**config.mk**
```make
export PLATFORM = sky130hd
export DESIGN_NAME = pport_unlock_detect
export DESIGN_NICKNAME = d
export VERILOG_FILES = /design/src/rtl/ppu_pkg.sv /design/src/rtl/ppu_sync.sv /design/src/rtl/ppu_sampler.sv /design/src/rtl/ppu_matcher.sv /design/src/rtl/ppu_linkreg.sv /design/src/rtl/pport_unlock_detect.sv
export SDC_FILE = /design/constraint.sdc
export NUM_CORES = 1
export LEC_CHECK = 0
export ABC_AREA = 1
export BUFFER_PORTS_ARGS = -buffer_cell sky130_fd_sc_hd__clkbuf_2
export CAP_MARGIN = 20
export CORE_ASPECT_RATIO = 1.1
export CORE_MARGIN = 2
export CORE_UTILIZATION = 30
export DETAILED_ROUTE_END_ITERATION = 16
export GPL_TIMING_DRIVEN = 1
export RECOVER_POWER = 100
export SETUP_SLACK_MARGIN = 0.1
export SLEW_MARGIN = 10
export SYNTH_ARGS = -nofsm -noshare
export SYNTH_HDL_FRONTEND = slang
export SYNTH_SLANG_ARGS = --single-unit
export TNS_END_PERCENT = 10
```
**constraint.sdc**
```tcl
create_clock -name clk -period 4.3 [get_ports clk]
set_input_delay 0.645 -clock clk [delete_from_list [all_inputs] [get_ports clk]]
set_output_delay 0.645 -clock clk [all_outputs]
set_load 0.05 [all_outputs]
```
**src/rtl/ppu_pkg.sv**
```systemverilog
package ppu_pkg;

    localparam int DATA_W  = 8;
    localparam int CTRL_W  = 4;
    localparam int SEQ_LEN = 7;
    localparam int STEP_W  = $clog2(SEQ_LEN + 1);

    localparam logic [CTRL_W-1:0] CTRL_IDLE   = 4'h4;
    localparam logic [CTRL_W-1:0] CTRL_STROBE = 4'h5;
    localparam logic [DATA_W-1:0] DATA_PARK   = 8'hFF;
    localparam logic [DATA_W-1:0] CMD_LINK    = 8'hE0;
    localparam logic [DATA_W-1:0] CMD_UNLINK  = 8'h30;

    typedef struct packed {
        logic [CTRL_W-1:0] ctrl;
        logic [DATA_W-1:0] data;
    } bus_word_t;

    localparam bus_word_t WORD_PARK = '{ctrl: CTRL_IDLE, data: DATA_PARK};

    typedef enum logic [1:0] {
        M_SEQ   = 2'd0,
        M_CMD   = 2'd1,
        M_ARMED = 2'd2,
        M_HIGH  = 2'd3
    } match_st_e;

    function automatic logic [DATA_W-1:0] unlock_byte(input logic [STEP_W-1:0] idx);
        case (idx)
            3'd0:    unlock_byte = 8'h22;
            3'd1:    unlock_byte = 8'hAA;
            3'd2:    unlock_byte = 8'h55;
            3'd3:    unlock_byte = 8'h00;
            3'd4:    unlock_byte = 8'hFF;
            3'd5:    unlock_byte = 8'h87;
            default: unlock_byte = 8'h78;
        endcase
    endfunction

endpackage

```
**src/rtl/ppu_sync.sv**
```systemverilog
module ppu_sync
    import ppu_pkg::*;
#(
    parameter int STAGES = 2
) (
    input  logic      clk,
    input  logic      rst_n,
    input  bus_word_t word_i,
    output bus_word_t word_o
);

    bus_word_t stage_q [STAGES];

    for (genvar g = 0; g < STAGES; g++) begin : g_stage
        bus_word_t stage_d;
        if (g == 0) begin : g_first
            always_comb stage_d = word_i;
        end else begin : g_next
            always_comb stage_d = stage_q[g-1];
        end
        always_ff @(posedge clk or negedge rst_n) begin
            if (!rst_n) stage_q[g] <= WORD_PARK;
            else        stage_q[g] <= stage_d;
        end
    end

    assign word_o = stage_q[STAGES-1];

endmodule

```
**src/rtl/ppu_sampler.sv**
```systemverilog
module ppu_sampler
    import ppu_pkg::*;
#(
    parameter int STABLE_CYC = 2
) (
    input  logic      clk,
    input  logic      rst_n,
    input  bus_word_t word_i,
    output logic      samp_v_o,
    output bus_word_t samp_word_o
);

    localparam int CNT_W = (STABLE_CYC > 1) ? $clog2(STABLE_CYC) : 1;
    localparam logic [CNT_W-1:0] CNT_MAX = CNT_W'(STABLE_CYC - 1);

    typedef struct packed {
        bus_word_t        cand;
        logic [CNT_W-1:0] cnt;
        bus_word_t        last;
        logic             pulse;
    } samp_st_t;

    samp_st_t st_d, st_q;

    always_comb begin
        st_d       = st_q;
        st_d.pulse = 1'b0;
        st_d.cand  = word_i;
        if (word_i != st_q.cand) begin
            st_d.cnt = '0;
        end else if (st_q.cnt != CNT_MAX) begin
            st_d.cnt = st_q.cnt + 1'b1;
        end
        if (word_i == st_q.cand && st_q.cnt == CNT_MAX && st_q.cand != st_q.last) begin
            st_d.last  = st_q.cand;
            st_d.pulse = 1'b1;
        end
    end

    always_ff @(posedge clk or negedge rst_n) begin
        if (!rst_n) begin
            st_q <= '{cand: WORD_PARK, cnt: '0, last: WORD_PARK, pulse: 1'b0};
        end else begin
            st_q <= st_d;
        end
    end

    assign samp_v_o    = st_q.pulse;
    assign samp_word_o = st_q.last;

    AST_SAMPLE_SPACED: assert property (@(posedge clk) disable iff (!rst_n)
        samp_v_o |=> !samp_v_o);
    AST_SAMPLE_IS_NEW: assert property (@(posedge clk) disable iff (!rst_n)
        samp_v_o |-> samp_word_o != $past(samp_word_o));

endmodule

```
**src/rtl/ppu_matcher.sv**
```systemverilog
module ppu_matcher
    import ppu_pkg::*;
(
    input  logic              clk,
    input  logic              rst_n,
    input  logic              samp_v_i,
    input  bus_word_t         samp_word_i,
    output logic              commit_o,
    output logic [DATA_W-1:0] code_o
);

    typedef struct packed {
        match_st_e         st;
        logic [STEP_W-1:0] step;
        logic [DATA_W-1:0] cmd;
        logic              commit;
    } match_t;

    match_t m_d, m_q;

    logic is_idle, is_strobe, is_head;

    always_comb begin
        is_idle   = (samp_word_i.ctrl == CTRL_IDLE);
        is_strobe = (samp_word_i.ctrl == CTRL_STROBE);
        is_head   = is_idle && (samp_word_i.data == unlock_byte('0));

        m_d        = m_q;
        m_d.commit = 1'b0;
        if (samp_v_i) begin
            // default on any mismatch: restart, honouring a fresh head byte
            m_d.st   = M_SEQ;
            m_d.step = is_head ? STEP_W'(1) : '0;
            case (m_q.st)
                M_SEQ: begin
                    if (is_idle && samp_word_i.data == unlock_byte(m_q.step)) begin
                        if (m_q.step == STEP_W'(SEQ_LEN - 1)) begin
                            m_d.st   = M_CMD;
                            m_d.step = '0;
                        end else begin
                            m_d.step = m_q.step + 1'b1;
                        end
                    end
                end
                M_CMD: begin
                    if (is_idle) begin
                        m_d.st   = M_ARMED;
                        m_d.step = '0;
                        m_d.cmd  = samp_word_i.data;
                    end
                end
                M_ARMED: begin
                    if (is_strobe && samp_word_i.data == m_q.cmd) begin
                        m_d.st   = M_HIGH;
                        m_d.step = '0;
                    end
                end
                M_HIGH: begin
                    if (is_idle && samp_word_i.data == m_q.cmd) begin
                        m_d.commit = 1'b1;
                        m_d.step   = '0;
                    end
                end
                default: ;
            endcase
        end
    end

    always_ff @(posedge clk or negedge rst_n) begin
        if (!rst_n) begin
            m_q <= '{st: M_SEQ, step: '0, cmd: '0, commit: 1'b0};
        end else begin
            m_q <= m_d;
        end
    end

    assign commit_o = m_q.commit;
    assign code_o   = m_q.cmd;

    AST_COMMIT_ON_SAMPLE: assert property (@(posedge clk) disable iff (!rst_n)
        commit_o |-> $past(samp_v_i));
    AST_COMMIT_AT_IDLE: assert property (@(posedge clk) disable iff (!rst_n)
        commit_o |-> $past(samp_word_i.ctrl) == CTRL_IDLE);

endmodule

```
**src/rtl/ppu_linkreg.sv**
```systemverilog
module ppu_linkreg
    import ppu_pkg::*;
(
    input  logic              clk,
    input  logic              rst_n,
    input  logic              commit_i,
    input  logic [DATA_W-1:0] code_i,
    output logic              linked_o,
    output logic              valid_o,
    output logic [DATA_W-1:0] code_o
);

    typedef struct packed {
        logic              linked;
        logic              valid;
        logic [DATA_W-1:0] code;
    } link_t;

    link_t l_d, l_q;

    always_comb begin
        l_d       = l_q;
        l_d.valid = commit_i;
        if (commit_i) begin
            l_d.code = code_i;
            if (code_i == CMD_LINK)   l_d.linked = 1'b1;
            if (code_i == CMD_UNLINK) l_d.linked = 1'b0;
        end
    end

    always_ff @(posedge clk or negedge rst_n) begin
        if (!rst_n) l_q <= '{linked: 1'b0, valid: 1'b0, code: '0};
        else        l_q <= l_d;
    end

    assign linked_o = l_q.linked;
    assign valid_o  = l_q.valid;
    assign code_o   = l_q.code;

    AST_VALID_ONE_CYCLE: assert property (@(posedge clk) disable iff (!rst_n)
        valid_o |=> !valid_o);
    AST_LINK_RISE: assert property (@(posedge clk) disable iff (!rst_n)
        $rose(linked_o) |-> valid_o && code_o == CMD_LINK);
    AST_LINK_FALL: assert property (@(posedge clk) disable iff (!rst_n)
        $fell(linked_o) |-> valid_o && code_o == CMD_UNLINK);
    AST_LINK_HOLD: assert property (@(posedge clk) disable iff (!rst_n)
        !valid_o |-> $stable(linked_o));

endmodule

```
**src/rtl/pport_unlock_detect.sv**
```systemverilog
module pport_unlock_detect
    import ppu_pkg::*;
#(
    parameter int SYNC_STAGES = 2,
    parameter int STABLE_CYC  = 2
) (
    input  logic        clk,
    input  logic        rst_n,
    input  logic [7:0]  host_data_i,
    input  logic [3:0]  host_ctrl_i,
    output logic        linked_o,
    output logic [7:0]  cmd_code_o,
    output logic        cmd_valid_o
);

    bus_word_t         raw_word, sync_word, samp_word;
    logic              samp_v, commit;
    logic [DATA_W-1:0] commit_code;

    assign raw_word = '{ctrl: host_ctrl_i, data: host_data_i};

    ppu_sync #(.STAGES(SYNC_STAGES)) u_sync (
        .clk    (clk),
        .rst_n  (rst_n),
        .word_i (raw_word),
        .word_o (sync_word)
    );

    ppu_sampler #(.STABLE_CYC(STABLE_CYC)) u_sampler (
        .clk         (clk),
        .rst_n       (rst_n),
        .word_i      (sync_word),
        .samp_v_o    (samp_v),
        .samp_word_o (samp_word)
    );

    ppu_matcher u_matcher (
        .clk         (clk),
        .rst_n       (rst_n),
        .samp_v_i    (samp_v),
        .samp_word_i (samp_word),
        .commit_o    (commit),
        .code_o      (commit_code)
    );

    ppu_linkreg u_link (
        .clk      (clk),
        .rst_n    (rst_n),
        .commit_i (commit),
        .code_i   (commit_code),
        .linked_o (linked_o),
        .valid_o  (cmd_valid_o),
        .code_o   (cmd_code_o)
    );

endmodule

```
# Word level (Yosys, flattened, before mapping)
# Index checks and enable logic that the tools add are counted.
dict set report classes {
  muxes 20
  reduce_logical 11
  n_addsub 2
  n_eq_ne 19
}
# cell count
set op_table {}
lappend op_table {{$pmux W8 S6} 1}
lappend op_table {{$ne A12 B12 Y1} 2}
lappend op_table {{$eq A8 B6 Y1 const B} 2}
lappend op_table {{$eq A8 B8 Y1} 2}
lappend op_table {{$mux W8} 2}
lappend op_table {{$mux W13} 1}
lappend op_table {{$eq A12 B12 Y1} 1}
lappend op_table {{$pmux W3 S4} 1}
lappend op_table {{$mux W1} 10}
lappend op_table {{$mux W5} 2}
lappend op_table {{$eq A3 B3 Y1 const B} 3}
lappend op_table {{$eq A4 B3 Y1 const B} 2}
lappend op_table {{$eq A8 B8 Y1 const B} 1}
lappend op_table {{$eq A3 B2 Y1 const B} 2}
lappend op_table {{$logic_and A1 B1 Y1} 6}
lappend op_table {{$mux W3} 2}
lappend op_table {{$pmux W2 S3} 1}
lappend op_table {{$eq A2 B2 Y1 const B} 2}
lappend op_table {{$add A3 B1 Y3 const B} 1}
lappend op_table {{$eq A3 B1 Y1 const B} 1}
lappend op_table {{$logic_not A3 Y1} 1}
lappend op_table {{$reduce_and A3 Y1} 1}
lappend op_table {{$eq A2 B1 Y1 const B} 1}
lappend op_table {{$logic_not A2 Y1} 1}
lappend op_table {{3 further kinds} 3}
dict set report totals {
  input_bits 14
  reg_bits 74
  output_inout_bits 10
  elab_cells 69
}

# Longest topological paths before layout
dict set report logic_depth {
  ltp_word 8
  depth_mapped 14
  mapped_depth_nobuf 13
}

# Hierarchy
# Synthesis repeated with hierarchy kept, for this count alone.
dict set report hier_totals {
  hier_cells 413
  area_unflattened_um2 3513.4
}
# mod instances area_per_inst_um2 cells_each seq_area_each_um2
set modules_own_cells {}
lappend modules_own_cells {ppu_sampler 1 1361.3 165 673.1}
lappend modules_own_cells {ppu_matcher 1 1119.8 178 350.3}
lappend modules_own_cells {ppu_sync 1 623.1 24 623.1}
lappend modules_own_cells {ppu_linkreg 1 409.1 46 250.2}

# Least setup slack after synthesis
# No wires, ideal clock.
dict set report synth_timing {
  path_type {register to register}
  from {register u_matcher.m_q[10] (netlist name)}
  to {register u_matcher.m_q[12] (netlist name)}
  arrival_time_ns 1.492
  setup_time_ns 0.087
  period_less_slack_ns 1.579
  path_stages_with_launch 12
  slack_ns 2.721
  path_cell_list {dfrtp_1 > buf_2 > nand2_1 > inv_1 > ha_1 > nor2_1 > nand2_1 > nand4_1 > nand2_1 > nor2_1 > nand4_1 > o211ai_1}
}
dict set report synth_via {
  elab_chain_len 8
  word_cells_on_any_way 15
  classes_between {eq/ne: 7; mux: 6; reduce/logical: 2}
}
# element line_no
set synth_rtl {}
lappend synth_rtl {{start, declared} ppu_matcher.sv:19} ;# match_t m_d, m_q;
lappend synth_rtl {{start signal, assigned} ppu_matcher.sv:71} ;# m_q <= '{st: M_SEQ, step: '0, cmd: '0, commit: 1'b0};
lappend synth_rtl {{start signal, assigned} ppu_matcher.sv:73} ;# m_q <= m_d;
lappend synth_rtl {{$eq A3 B3 Y1, or another cell as far along} ppu_pkg.sv:29} ;# case (idx)
lappend synth_rtl {{$pmux W8 S6} ppu_pkg.sv:29}
lappend synth_rtl {{$mux W8} ppu_matcher.sv:34} ;# case (m_q.st)
lappend synth_rtl {{$mux W8} ppu_matcher.sv:30} ;# if (samp_v_i) begin
lappend synth_rtl {{$eq A8 B8 Y1} ppu_matcher.sv:36} ;# if (is_idle && samp_word_i.data == unlock_byte(m_q.step)) begin
lappend synth_rtl {{$logic_and A1 B1 Y1} ppu_matcher.sv:36}
lappend synth_rtl {{$mux W5 *} ppu_matcher.sv:36}
lappend synth_rtl {{$pmux W2 S3 *} ppu_matcher.sv:34}
# Mark *: on every way between the ends. The rest lies on a longest branch, timed or not. The select of a mux whose other input is x is not followed.
# A chain may end at the register's enable or synchronous reset.

==> flow_results.xml <==
<?xml version="1.0" encoding="UTF-8"?>
<metrics>
  <group name="worst_setup_path">
    <metric name="critical_path_required" unit="ns">4.36</metric>
    <metric name="critPathArrivalTime" unit="ns">2.55</metric>
    <metric name="path_buf_inv" unit="">2</metric>
    <metric name="path_max_fanout" unit="">37</metric>
    <metric name="critical_path.cell_chain" unit="">clkbuf_1 -&gt; clkbuf_1</metric>
    <metric name="biggest_cell_delay_along_the_critical_path" unit="ns">1.43</metric>
    <metric name="most_used_cell_cp" unit="">sky130_fd_sc_hd__clkbuf_1</metric>
    <metric name="setup.worst_path.class" unit="">in2async</metric>
    <metric name="path_delay_family" unit="">buffers and inverters</metric>
    <metric name="start_kind" unit="">input pin</metric>
    <metric name="worst_path_max_delay_cell" unit="">sky130_fd_sc_hd__clkbuf_1</metric>
    <metric name="timing.critical_path.to_type" unit="">async pin</metric>
  </group>
  <group name="grt">
    <metric name="groute.usage.overall" unit="%">11.1</metric>
    <metric name="antenna_violations_before_repair" unit="">0</metric>
    <metric name="grt_max_degree" unit="">49</metric>
    <metric name="grt_first_pass_wirelength" unit="µm">9780</metric>
    <metric name="first_global_vias" unit="">2147</metric>
    <metric name="grt-ovfl-total" unit="">0</metric>
  </group>
  <group name="final_layout">
    <metric name="finalCoreUtilization" unit="%">35.8</metric>
    <metric name="area.sequential" unit="µm²">1900</metric>
    <metric name="drive_above_1_share" unit="%">19.3</metric>
    <metric name="antenna-diode-count" unit="">0</metric>
    <metric name="area_added_between_synthesis_and_finish" unit="%">16.7</metric>
    <metric name="multi_input_gate_area_in_the_final_layout" unit="µm²">1100</metric>
    <metric name="filler_instances" unit="">1057</metric>
    <metric name="finish.net_count" unit="">368</metric>
    <metric name="layout.cells.non_filler" unit="">501</metric>
    <metric name="final_area" unit="µm²">3720</metric>
  </group>
  <group name="cts">
    <metric name="numClockSinks" unit="">74</metric>
    <metric name="cts_setup_buffers" unit="">0</metric>
    <metric name="cts_max_level" unit="">3</metric>
    <metric name="clk_root_buffer_cell" unit="">sky130_fd_sc_hd__clkbuf_16</metric>
    <metric name="cts_resized" unit="">0</metric>
    <metric name="cts_tree" unit="">built</metric>
    <metric name="postCtsHoldBufs" unit="">0</metric>
    <metric name="clk_pin_slew" unit="ns">0.06</metric>
    <metric name="cts.path.max_buffers" unit="">2</metric>
    <metric name="clock_insertion_delay_worst_skew" unit="ns">0.33</metric>
    <metric name="cts-buffers-inserted" unit="">9</metric>
  </group>
  <group name="die">
    <metric name="core_region_area" unit="µm²">10400</metric>
    <metric name="std_cell_rows" unit="">39</metric>
    <metric name="die_w" unit="µm">102</metric>
    <metric name="die_footprint" unit="µm²">11500</metric>
    <metric name="io_count" unit="">24</metric>
    <metric name="die-height" unit="µm">112</metric>
    <metric name="initial_utilization" unit="%">30.7</metric>
  </group>
  <group name="routing">
    <metric name="post_drt_via_cell_ratio" unit="">4.39</metric>
    <metric name="avgRoutedWirePerCell" unit="µm">11.6</metric>
    <metric name="wirelength" unit="µm">5800</metric>
    <metric name="drcViolationCount" unit="">0</metric>
    <metric name="detailroute.via_count" unit="">2199</metric>
    <metric name="drt_iter0_markers" unit="">72</metric>
    <metric name="postRouteAntennaNets" unit="">0</metric>
    <metric name="drt-pass1-iter-count" unit="">4</metric>
  </group>
  <group name="sta">
    <metric name="fmax" unit="MHz">403</metric>
    <metric name="final_max_slew_viol_count" unit="">38</metric>
    <metric name="clock-skew-final" unit="ns">0.00680</metric>
    <metric name="timing.final.crit_share" unit="%">57.7</metric>
    <metric name="setup_repair_after_global_routing_missed_its_margin" unit="">false</metric>
    <metric name="final.setup.worst_slack" unit="ns">1.82</metric>
    <metric name="setup_tns" unit="ns">0</metric>
    <metric name="finalWorstPathRequiredPeriod" unit="ns">2.48</metric>
    <metric name="timing.slew.headroom" unit="%">-27.6</metric>
    <metric name="max_slew.worst_pin.slew" unit="ns">1.91</metric>
    <metric name="final_number_of_hold_violating_endpoints" unit="">0</metric>
    <metric name="finalSetupViolations" unit="">0</metric>
  </group>
  <group name="synth">
    <metric name="seq_area_frac_synth" unit="%">59.5</metric>
    <metric name="postSynthRegisterBits" unit="">74</metric>
    <metric name="synthesized_instance_count" unit="">326</metric>
    <metric name="ys_warn_count" unit="">0</metric>
    <metric name="synth.distinct_cells" unit="">33</metric>
    <metric name="netlist_area" unit="µm²">3190</metric>
    <metric name="post_synth_net_total" unit="">341</metric>
    <metric name="synth.avg_cell_area" unit="µm²">9.78</metric>
  </group>
  <group name="place">
    <metric name="place_area" unit="µm²">3430</metric>
    <metric name="io_buffers" unit="">23</metric>
    <metric name="dp_hpwl" unit="µm">4100</metric>
    <metric name="place_worst_setup_slack" unit="ns">2.39</metric>
    <metric name="place_inst" unit="">484</metric>
    <metric name="gp_congestion" unit="">0.873</metric>
  </group>
  <group name="outcome">
    <metric name="status" unit="">finished, violations left</metric>
    <metric name="violations_in_the_final_reports" unit="">max-capacitance violations, max-slew violations</metric>
  </group>
  <group name="job">
    <metric name="maxCapViolations" unit="">1</metric>
  </group>
  <group name="min_path">
    <metric name="hold_class" unit="">reg2reg</metric>
  </group>
  <group name="power_and_ir_drop">
    <metric name="power_density" unit="nW/µm²">429</metric>
    <metric name="total_leakage_power" unit="µW">0.00168</metric>
    <metric name="max-vdd-ir-drop" unit="V">0.000239</metric>
  </group>
</metrics>
[worst reg2reg max path, cell delays in order (launching register included)]
cell and delay, ns:
sky130_fd_sc_hd__dfstp_1 0.65, sky130_fd_sc_hd__xor2_1 0.10, sky130_fd_sc_hd__nor4_1 0.26, sky130_fd_sc_hd__nand3_1 0.10, sky130_fd_sc_hd__nand3_1 0.38, sky130_fd_sc_hd__clkinvlp_2 0.60, sky130_fd_sc_hd__nand2_1 0.19, sky130_fd_sc_hd__nand2_1 0.07
[final cells by class]
type | instances | area share [%]
Timing Repair Buffer | 25 | 2.93
Inverter | 27 | 2.76
Multi-Input combinational cell | 216 | 29.6
Clock buffer | 10 | 6.42
Tap cell | 143 | 4.81
Sequential cell | 74 | 51.0
Clock inverter | 6 | 2.56
[final timing paths]
| check | start | end | slack (ns) | cells after the start |
|---|---|---|---|---|
| max | rst_n | u_matcher.code_o[6]$_DFFE_PN0P_ | 1.82 | 2 |
| min | u_sync.g_stage[1].stage_d[11]$_DFF_PN0_ | u_sync.word_o[11]$_DFF_PN0_ | 0.35 | 0 |
| max reg2reg | u_sampler.samp_word_o[7]$_DFFE_PN1P_ | u_sampler.samp_word_o[8]$_DFFE_PN0P_ | 1.83 | 7 |
| min reg2reg | u_sync.g_stage[1].stage_d[11]$_DFF_PN0_ | u_sync.word_o[11]$_DFF_PN0_ | 0.35 | 0 |
| max in group clk | u_sampler.samp_word_o[7]$_DFFE_PN1P_ | u_sampler.samp_word_o[8]$_DFFE_PN0P_ | 1.83 | 7 |
| min in group asynchronous | rst_n | u_sync.g_stage[1].stage_d[3]$_DFF_PN1_ | 0.64 | 1 |
[cell usage after synthesis, drive strengths merged]
library cell / number / area, µm²
nor3: 7 / 46.3
o22ai: 2 / 12.5
inv: 26 / 100
nand3: 19 / 113
dfstp: 36 / 946
or2: 3 / 18.8
mux2: 1 / 11.3
nand4: 8 / 62.6
xnor2: 20 / 175
a21oi: 5 / 25.0
clkinv: 1 / 3.75
a21o: 1 / 7.51
o21ai: 9 / 45.0
xor2: 9 / 78.8
nor2: 18 / 72.6
nor4: 5 / 31.3
dfrtp: 38 / 951
nand2: 106 / 398
clkbuf: 2 / 7.51
a31oi: 1 / 6.26
ha: 1 / 12.5
buf: 7 / 56.3
o211ai: 1 / 7.51
[power by group]
part	total [µW]	switching, µW	internal, µW
sequential	736	12.3	723
combinational	36.6	21.7	15.0
clock	823	293	529
[placed cells by master (no fill, tap or decap), drive strengths merged]
| cell type | instances |
|---|---|
| nand3 | 19 |
| a21o | 1 |
| nor3 | 7 |
| dfrtp | 38 |
| o21ai | 9 |
| a31oi | 1 |
| o211ai | 1 |
| xnor2 | 20 |
| clkinv | 3 |
| mux2 | 1 |
| clkbuf | 35 |
| ha | 1 |
| dfstp | 36 |
| bufinv | 2 |
| nor4 | 5 |
| xor2 | 9 |
| inv | 27 |
| clkinvlp | 1 |
| a21oi | 5 |
| nand4 | 8 |
| nand2 | 106 |
| or2 | 3 |
| o22ai | 2 |
| nor2 | 18 |
[logic make-up (layout without fill, tap and decap cells)]
logic type               Yosys count  after routing  synth area share, %
buffers and inverters             36             68                 5.26
XOR/XNOR                          29             29                 7.97
flip-flops                        74             74                 59.5
AO/OA/AOI/OAI                     19             19                 3.26
AND/OR/NAND/NOR                  166            166                 23.3
adder cells (fa/ha/maj)            1              1                0.392
multiplexers                       1              1                0.353
[metal layers]
layer | routed length, µm | share of wire [%] | up-vias | GRT usage, %
li1 | - | - | 1090 | -
met1 | 2650 | 46 | 1057 | 13.3
met2 | 2800 | 48 | 42 | 17.9
met3 | 238 | 4.1 | 10 | 3.05
met4 | 115 | 2.0 | 0 | 5.96
met5 | 0 | 0 | - | 0
[metrics by stage]
stage / hold slack [ns] / power [µW]
after floorplan: 0.331 / 762
after global placement: 0.333 / 786
after detailed placement: 0.335 / 788
after CTS: 0.349 / 1630
after global routing: 0.355 / 1650
final: 0.347 / 1600
[sequential cells by signal, summed over array words and instances (netlist names), 5 cells and up]
| name | flops |
|---|---|
| u_sampler.samp_word_o | 12 |
| u_matcher.code_o | 8 |
| u_sync.word_o | 12 |
| u_sampler.st_q | 13 |
| u_matcher.m_q | 5 |
| u_sync.g_stage.stage_d | 12 |
| u_link.code_o | 8 |
No activity file was read; power rests on OpenSTA's default activity.
